### config.mk
export PLATFORM = sky130hd
export DESIGN_NAME = rxq_status_flags
export DESIGN_NICKNAME = d
export VERILOG_FILES = /design/src/rtl/rxq_status_pkg.sv /design/src/rtl/rxq_fill_hyst.sv /design/src/rtl/rxq_frame_end.sv /design/src/rtl/rxq_err_sum.sv /design/src/rtl/rxq_status_flags.sv
export SDC_FILE = /design/constraint.sdc
export NUM_CORES = 1
export LEC_CHECK = 0
export ABC_AREA = 1
export BUFFER_PORTS_ARGS = -buffer_cell sky130_fd_sc_hd__buf_2
export CORE_MARGIN = 8
export CORE_UTILIZATION = 30
export DETAILED_ROUTE_END_ITERATION = 12
export RECOVER_POWER = 50
export SYNTH_ARGS = -nofsm -noshare
export SYNTH_HDL_FRONTEND = slang
export SYNTH_SLANG_ARGS = --single-unit
export TNS_END_PERCENT = 30
### constraint.sdc
create_clock -name clk -period 0.8 [get_ports clk]
set_input_delay 0.16 -clock clk [delete_from_list [all_inputs] [get_ports clk]]
set_output_delay 0.16 -clock clk [all_outputs]
set_load 0.005 [all_outputs]
### src/rtl/rxq_status_pkg.sv
package rxq_status_pkg;

    typedef enum logic [1:0] {
        LM_ASYNC      = 2'd0,
        LM_IR_SLOW    = 2'd1,
        LM_FRAME_MED  = 2'd2,
        LM_FRAME_FAST = 2'd3
    } link_mode_t;

    function automatic logic is_framed(input link_mode_t m);
        return (m == LM_FRAME_MED) || (m == LM_FRAME_FAST);
    endfunction

endpackage

### src/rtl/rxq_fill_hyst.sv
module rxq_fill_hyst #(
    parameter int OCC_W = 7
) (
    input  logic             clk,
    input  logic             rst_n,
    input  logic [OCC_W-1:0] occ,
    input  logic [OCC_W-1:0] thr,
    input  logic [OCC_W-1:0] gran,
    output logic             full_o,
    output logic             ready_o
);

    typedef struct packed {
        logic full;
        logic ready;
    } fill_st_t;

    fill_st_t st_d, st_q;

    always_comb begin
        st_d = st_q;
        if (st_q.full) begin
            st_d.full = !(occ < gran);
        end else begin
            st_d.full = (occ > thr);
        end
        st_d.ready = (occ != '0);
    end

    always_ff @(posedge clk or negedge rst_n) begin
        if (!rst_n) st_q <= '0;
        else        st_q <= st_d;
    end

    assign full_o  = st_q.full;
    assign ready_o = st_q.ready;

    assert_full_set_R2: assert property (@(posedge clk) disable iff (!rst_n)
        (occ > thr) |=> full_o);

    assert_full_hold_R3: assert property (@(posedge clk) disable iff (!rst_n)
        (full_o && !(occ < gran)) |=> full_o);

    assert_full_drop_R3: assert property (@(posedge clk) disable iff (!rst_n)
        (full_o && (occ < gran)) |=> !full_o);

    assert_ready_R4: assert property (@(posedge clk) disable iff (!rst_n)
        (occ == '0) |=> !ready_o);

endmodule

### src/rtl/rxq_frame_end.sv
module rxq_frame_end #(
    parameter int OCC_W = 7
) (
    input  logic             clk,
    input  logic             rst_n,
    input  logic             framed,
    input  logic             eof_in,
    input  logic [OCC_W-1:0] eof_cnt,
    input  logic             err_any,
    input  logic             stat_rd,
    output logic             eof_o
);

    typedef struct packed {
        logic seen;
        logic flag;
    } eof_st_t;

    eof_st_t st_d, st_q;

    always_comb begin
        st_d      = st_q;
        st_d.seen = framed & (eof_in | err_any | (st_q.seen & ~stat_rd));
        st_d.flag = framed & (st_d.seen | (eof_cnt != '0));
    end

    always_ff @(posedge clk or negedge rst_n) begin
        if (!rst_n) st_q <= '0;
        else        st_q <= st_d;
    end

    assign eof_o = st_q.flag;

    assert_stored_eof_R5: assert property (@(posedge clk) disable iff (!rst_n)
        (framed && eof_cnt != '0) |=> eof_o);

    assert_eof_latch_R6: assert property (@(posedge clk) disable iff (!rst_n)
        (framed && eof_in) |=> eof_o);

    assert_read_clear_R6: assert property (@(posedge clk) disable iff (!rst_n)
        (framed && stat_rd && !eof_in && !err_any && eof_cnt == '0) |=> !eof_o);

    assert_err_marks_eof_R7: assert property (@(posedge clk) disable iff (!rst_n)
        (framed && err_any) |=> eof_o);

    assert_unframed_zero_R8: assert property (@(posedge clk) disable iff (!rst_n)
        !framed |=> !eof_o);

endmodule

### src/rtl/rxq_err_sum.sv
module rxq_err_sum #(
    parameter int NUM_ERR = 4
) (
    input  logic               clk,
    input  logic               rst_n,
    input  logic [NUM_ERR-1:0] err_in,
    input  logic               stat_rd,
    output logic               err_any_o,
    output logic               err_o
);

    typedef struct packed {
        logic [NUM_ERR-1:0] bits;
        logic               flag;
    } err_st_t;

    err_st_t            st_d, st_q;
    logic [NUM_ERR-1:0] bit_nxt;

    for (genvar g = 0; g < NUM_ERR; g++) begin : g_err_bit
        assign bit_nxt[g] = err_in[g] | (st_q.bits[g] & ~stat_rd);
    end

    always_comb begin
        st_d      = st_q;
        st_d.bits = bit_nxt;
        st_d.flag = |bit_nxt;
    end

    always_ff @(posedge clk or negedge rst_n) begin
        if (!rst_n) st_q <= '0;
        else        st_q <= st_d;
    end

    assign err_any_o = |err_in;
    assign err_o     = st_q.flag;

    assert_err_set_R9: assert property (@(posedge clk) disable iff (!rst_n)
        (err_in != '0) |=> err_o);

    assert_err_clear_R9: assert property (@(posedge clk) disable iff (!rst_n)
        (stat_rd && err_in == '0) |=> !err_o);

    assert_err_keep_R9: assert property (@(posedge clk) disable iff (!rst_n)
        (err_o && !stat_rd) |=> err_o);

endmodule

### src/rtl/rxq_status_flags.sv
module rxq_status_flags
    import rxq_status_pkg::*;
#(
    parameter int OCC_W   = 7,
    parameter int NUM_ERR = 4
) (
    input  logic               clk,
    input  logic               rst_n,
    input  logic [OCC_W-1:0]   occ_cnt,
    input  logic [OCC_W-1:0]   thr_lvl,
    input  logic [OCC_W-1:0]   gran_lvl,
    input  logic               eof_strobe,
    input  logic [OCC_W-1:0]   eof_stored,
    input  logic [NUM_ERR-1:0] err_strobe,
    input  logic               stat_rd,
    input  logic [1:0]         link_mode,
    input  logic               eof_irq_en,
    output logic               full_flag,
    output logic               ready_flag,
    output logic               eof_flag,
    output logic               err_flag,
    output logic               irq_req
);

    typedef struct packed {
        logic en;
    } top_st_t;

    top_st_t st_d, st_q;
    logic    framed;
    logic    err_any;

    assign framed = is_framed(link_mode_t'(link_mode));

    rxq_fill_hyst #(.OCC_W(OCC_W)) i_fill (
        .clk     (clk),
        .rst_n   (rst_n),
        .occ     (occ_cnt),
        .thr     (thr_lvl),
        .gran    (gran_lvl),
        .full_o  (full_flag),
        .ready_o (ready_flag)
    );

    rxq_err_sum #(.NUM_ERR(NUM_ERR)) i_err (
        .clk       (clk),
        .rst_n     (rst_n),
        .err_in    (err_strobe),
        .stat_rd   (stat_rd),
        .err_any_o (err_any),
        .err_o     (err_flag)
    );

    rxq_frame_end #(.OCC_W(OCC_W)) i_eof (
        .clk     (clk),
        .rst_n   (rst_n),
        .framed  (framed),
        .eof_in  (eof_strobe),
        .eof_cnt (eof_stored),
        .err_any (err_any),
        .stat_rd (stat_rd),
        .eof_o   (eof_flag)
    );

    always_comb begin
        st_d    = st_q;
        st_d.en = eof_irq_en;
    end

    always_ff @(posedge clk or negedge rst_n) begin
        if (!rst_n) st_q <= '0;
        else        st_q <= st_d;
    end

    assign irq_req = full_flag | (eof_flag & st_q.en);

    assert_irq_full_R10: assert property (@(posedge clk) disable iff (!rst_n)
        full_flag |-> irq_req);

    assert_irq_quiet_R10: assert property (@(posedge clk) disable iff (!rst_n)
        (!full_flag && !eof_flag) |-> !irq_req);

    assert_irq_eof_R10: assert property (@(posedge clk) disable iff (!rst_n)
        (eof_irq_en && framed && eof_strobe) |=> irq_req);

endmodule

==> results of run 1 <==
-- cell families after synthesis --
| group | share of synthesized area, % |
|---|---|
| buffers and inverters | 14.3 |
| adder cells (fa/ha/maj) | 21.3 |
| AO/OA/AOI/OAI | 8.69 |
| AND/OR/NAND/NOR | 23.0 |
| flip-flops | 32.8 |
-- layout make-up --
cell class	instances	share of cell area (%)
multi-input cells	68	43.4
well taps	30	2.96
clock buffers	3	1.77
inverters	29	11.0
flip-flops and latches	10	19.7
repair buffers	48	21.1
-- power groups by stage --
stage | clock network [mW] | logic (mW) | registers [mW]
final | 0.318 | 0.538 | 0.566
after global routing | 0.371 | 0.622 | 0.569
after detailed placement | 0 | 0.496 | 0.577
after CTS | 0.340 | 0.540 | 0.566
after floorplan | 0 | 0.271 | 0.574
after global placement | 0 | 0.481 | 0.578
-- worst max-delay path, cell delays in order, from the launching register on --
cell and delay, ps:
dfrtp_1 400, a21o_1 150, buf_2 120
-- cell usage after synthesis (all sizes together) --
master and count:
a21o 1, a21oi 9, clkinv 1, dfrtp 10, ha 13, inv 28, nand2 31, nand3 1
nand4 1, nor2 6, nor3 2, nor4 1, o21ai 2, or2 1
-- metal layers --
metal / part of all wire, % / track usage (%) / wire, um
met1: 41 / 10.5 / 786
met3: 6.9 / 2.71 / 132
met5: 0 / 0 / 0
met2: 52 / 15.1 / 992
met4: 0 / 2.40 / 0
-- final timing paths --
kind                                         start                  endpoint  cells after the start
min in group asynchronous                    rst_n   i_err.st_q[3]$_DFF_PN0_                      2
setup reg to reg           i_fill.full_o$_DFF_PN0_   i_fill.full_o$_DFF_PN0_                      4
setup / recovery           i_fill.full_o$_DFF_PN0_                   irq_req                      2
max in group asynchronous                    rst_n  i_fill.ready_o$_DFF_PN0_                      2
hold reg to reg            i_err.st_q[1]$_DFF_PN0_   i_err.st_q[1]$_DFF_PN0_                      2
hold / removal                       err_strobe[1]   i_err.st_q[2]$_DFF_PN0_                      3
-- through the flow --
step | setup slack [ps] | hold WS [ps]
6_report | -274 | 116
5_1_grt | -324 | 105
4_1_cts | -296 | 5.07
3_5_place_dp | -311 | 33.7
3_3_place_gp | -292 | 29.6
2_1_floorplan | -69.8 | -136
-- sequential cells by signal (all words and copies together) (netlist names) --
name            cells
i_err.st_q          4
i_eof.eof_o         1
i_fill.full_o       1
i_err.err_o         1
st_q                1
i_eof.st_q          1
i_fill.ready_o      1
-- timing repair --
action,in CTS,in global routing
buffers inserted,1,0
setup endpoints to repair,8,9
resized for setup,5,4
hold buffers,1,1
endpoints found under the hold margin,10,1
pin swaps,0,2
==> reports/metrics.cfg, run 1 <==
[global_route]
track_usage_pct=8.88
grt_pass1_wl_um=3230
grt_max_degree=11
grt_pass1_vias=839
grt_antenna_before_repair=0
grt_overflow=0

[sta]
setup_violations=6
final_hold_viol_count=0
finalCritPeriodShare_pct=134
rsz0062_at_grt=true
fin_ws_ps=-274
final_max_slew_viol_count=0
relSlewSlack_pct=83.7
max_freq_ghz=0.931
layout_min_cycle_time_ps=1070
tns_ps=-722
final.setup_skew_ps=2.13
tightest_slew_ps=244

[layout]
area_delta_synth_final_pct=66.4
regArea_um2=250
fill_cells=254
final_area_um2=1270
n_antenna_cell=0
final_cell_mix=buf_2, nand2_1, inv_1
multi_input_area_um2=552
layout_commonest_cell=buf_2
final_net_count=212
stdcell_count=188
layout-drive-gt1-share_pct=51.9
postLayoutCoreUtil_pct=51.7

[cts]
htreeDepth=1
cts.clk_slew.worst_paths_ps=60
cts_made_buffers=3
clock_path_buffers=2
root_buffer=clkbuf_4
worstSkewPairLatency_ps=250
clkSinkCount=10
cts_tree=yes

[logic_synthesis]
ys_seq_area_share_pct=32.8
yosysTopAreaCellShare_pct=32.8
synth.avg_cell_area_um2=7.13
yosysTopAreaCell=dfrtp_1
netlist_area_um2=763
synthTopCellsByArea=dfrtp_1, ha_1, nand2_1
synth_cells=107
synth_cell_type_count=17
syn-num-nets=159
yosys_warnings=0
ys_seq_elements=10

[floorplan]
rows=18
fp.dieH_um=66.4
die_w_um=66.4
core_um2=2450
ios=44
die_area_um2=4410
initial_core_util_pct=31.1

[power]
intPower_mw=0.995
power_mw=1.42
combinationalPowerShare_pct=37.8
peakVddDrop_mv=0.888
p_leak_nw=0.667
clock_power_share_pct=22.4
p_sw_mw=0.428
power_density_nw_per_um2=1120
p_seq_share_pct=39.8
p_sw_share_pct=30.1

[placement]
dpl.hpwl_um=1740
routabilityCongestion=0.753
dp_cells=182
io_buffers=42
placed_cell_area_um2=1190

[status]
violations=setup timing
status=complete, but fails checks

[min_path]
hp-class=in -> reg

[detailed_routing]
drt-total-wl_um=1910
drt_iter0_markers=12
drc=0
ant_nets=0
via_per_inst=4.30
num_vias=808
wl_per_cell_um=10.2
drt-pass1-iter-count=2

[setup_path]
reg2reg_slack_ps=10
worst-setup-path-type=reg -> out
arrival_ps=910
cp-end-kind=output port
crit_required_ps=640
start_kind=flop
critPathMaxFanout=3

[job]
maxCapViolations=0

(Power assumes the default switching activity.)
==> run 2: changes to the inputs <==
- CTS_BUF_LIST: unset -> sky130_fd_sc_hd__clkbuf_16
==> run 2 against run 1 <==
Against the previous run:
- cell count down 0.53%
- the run still ends with setup timing left
- critical path type unchanged
- power increased by 37%
- via count shrank 0.74%
- core utilization grew 2.4 points
- wire length is 1.6% higher
- critical endpoint unchanged
- count of clock-buffer cells in the layout unchanged
- largest cell class unchanged
==> reports/metrics.cfg, run 2 (same netlist as run 1, synthesis figures left out) <==
[setup_path]
cp-end-kind=output port
critPathMaxFanout=3  ; unchanged
crit_required_ps=640  ; about the same
crit_chain=a21o_1 > buf_2
start_kind=flop
cpMaxStageDelayCell=dfrtp_1
worst-setup-path-type=reg -> out
ff2ff_path_depth=4  ; unchanged
cpPeakStageDelay_ps=390  ; about the same
arrival_ps=890  ; -20 ps

[sta]
holdWs_ps=36.8  ; -79.1 ps
tightest_slew_ps=248  ; +4.18 ps
setup_violations=6  ; unchanged
rsz0062_at_grt=true
relSlewSlack_pct=83.5  ; -0.28 points
fin_ws_ps=-245  ; +28.4 ps
final_hold_viol_count=0  ; unchanged
tns_ps=-586  ; +136 ps
final.setup_skew_ps=1.49  ; -0.643 ps
max_freq_ghz=0.957  ; +2.7%
finalCritPeriodShare_pct=131  ; -3.6 points
layout_min_cycle_time_ps=1050  ; -28.4 ps
final_max_slew_viol_count=0  ; unchanged

[power]
p_sw_share_pct=24.5  ; -5.5 points
p_sw_mw=0.478  ; +12%
p_leak_nw=0.688  ; +3.1%
intPower_mw=1.47  ; +48%
power_mw=1.95  ; +37%
p_seq_share_pct=29.2  ; -11 points
clock_power_share_pct=43.0  ; +21 points
combinationalPowerShare_pct=27.9  ; -9.9 points
power_density_nw_per_um2=1470  ; +31%
peakVddDrop_mv=1.30  ; +47%

[status]
violations=setup timing
status=complete, but fails checks

[global_route]
grt_pass1_vias=833  ; -0.72%
grt_pass1_wl_um=3250  ; +0.62%
grt_overflow=0  ; unchanged
grt_antenna_before_repair=0  ; unchanged
track_usage_pct=8.96  ; +0.078 points
grt_max_degree=11  ; unchanged

[min_path]
hp-class=in -> reg
hold_depth=1  ; -2

[layout]
stdcell_count=187  ; -0.53%
final_area_um2=1330  ; +4.7%
area_delta_synth_final_pct=74.3
regMostFlops=i_err.st_q
largest_register_ffs=4  ; unchanged
layout_commonest_cell=buf_2
layout-drive-gt1-share_pct=52.2  ; +0.33 points
final_net_count=211  ; -0.47%
n_antenna_cell=0  ; unchanged
final_cell_mix=buf_2, nand2_1, inv_1

[detailed_routing]
drt-pass1-iter-count=2  ; unchanged
ant_nets=0  ; unchanged
num_vias=802  ; -0.74%
drt_iter0_markers=13  ; +1
drt-total-wl_um=1940  ; +1.6%
drc=0  ; unchanged
wl_per_cell_um=10.4  ; +2.2%
via_per_inst=4.29  ; -0.21%

[floorplan]
initial_core_util_pct=31.1  ; unchanged
core_um2=2450  ; unchanged
die_area_um2=4410  ; unchanged
die_w_um=66.4  ; unchanged
ios=44  ; unchanged
fp.dieH_um=66.4  ; unchanged
rows=18  ; unchanged

[cts]
htreeDepth=1  ; unchanged
worstSkewPairLatency_ps=230  ; -20 ps
root_buffer=clkbuf_16
cts_made_buffers=3  ; unchanged
cts_tree=yes
cts.clk_slew.worst_paths_ps=40  ; -20 ps
clock_path_buffers=2  ; unchanged
clkSinkCount=10  ; unchanged

[placement]
dpl.hpwl_um=1740  ; unchanged
io_buffers=42  ; unchanged
routabilityCongestion=0.753  ; unchanged
placed_cell_area_um2=1190  ; unchanged
dp_cells=182  ; unchanged

[job]
maxCapViolations=0  ; unchanged

-- run 2: power by group through the flow --
| stage | Clock [mW] | Sequential [mW] | Combinational (mW) |
|---|---|---|---|
| 2_1_floorplan | 0 | 0.574 | 0.271 |
| 3_3_place_gp | 0 | 0.578 | 0.481 |
| 3_5_place_dp | 0 | 0.577 | 0.496 |
| 4_1_cts | 0.866 | 0.569 | 0.554 |
| 5_1_grt | 0.891 | 0.573 | 0.628 |
| 6_report | 0.838 | 0.569 | 0.544 |
-- run 2: layer usage --
metal | track usage [%] | vias up | share of wire [%]
met2 | 15.0 | 20 | 52
met4 | 2.40 | 0 | 0
li1 | - | 426 | -
met3 | 2.71 | 0 | 6.9
met5 | 0 | - | 0
met1 | 10.8 | 356 | 42
-- run 2: critical path, delay by kind of cell, from the launching register on --
kind / cells / cell delay, ps
buf+inv: 1 / 120
flops: 1 / 390
compound gates: 1 / 150
-- run 2: worst paths after layout --
path	startpoint	end	slack, ps
max	i_fill.full_o$_DFF_PN0_	irq_req	-250
min	eof_irq_en	st_q$_DFF_PN0_	40
max reg2reg	i_fill.full_o$_DFF_PN0_	i_fill.full_o$_DFF_PN0_	10
min reg2reg	i_err.st_q[1]$_DFF_PN0_	i_err.st_q[1]$_DFF_PN0_	470
max in group asynchronous	rst_n	i_fill.full_o$_DFF_PN0_	260
min in group asynchronous	rst_n	i_err.st_q[3]$_DFF_PN0_	340
-- run 2: final cells by class --
| class | instances | area, um2 |
|---|---|---|
| multi-input cells | 68 | 566 |
| flip-flops and latches | 10 | 250 |
| inverters | 29 | 140 |
| fillers | 248 | 1120 |
| well taps | 30 | 37.5 |
| clock buffers | 3 | 75.1 |
| repair buffers | 47 | 262 |
-- run 2: metrics by stage --
stage          utilization (%)  worst slack, ps
6_report                  54.2             -245
5_1_grt                   54.2             -286
4_1_cts                   53.9             -261
3_5_place_dp              48.5             -311
3_3_place_gp              48.5             -292
2_1_floorplan                -            -69.8
-- run 2: timing repair --
item / 4_1_cts / 5_1_grt
endpoints found under the hold margin: 10 / 0
hold buffers: 1 / 0
endpoints found under the setup margin: 8 / 9
resized for setup: 9 / 2
pin swaps: 1 / 1
gates cloned: 0 / 0
setup buffers: 1 / 0
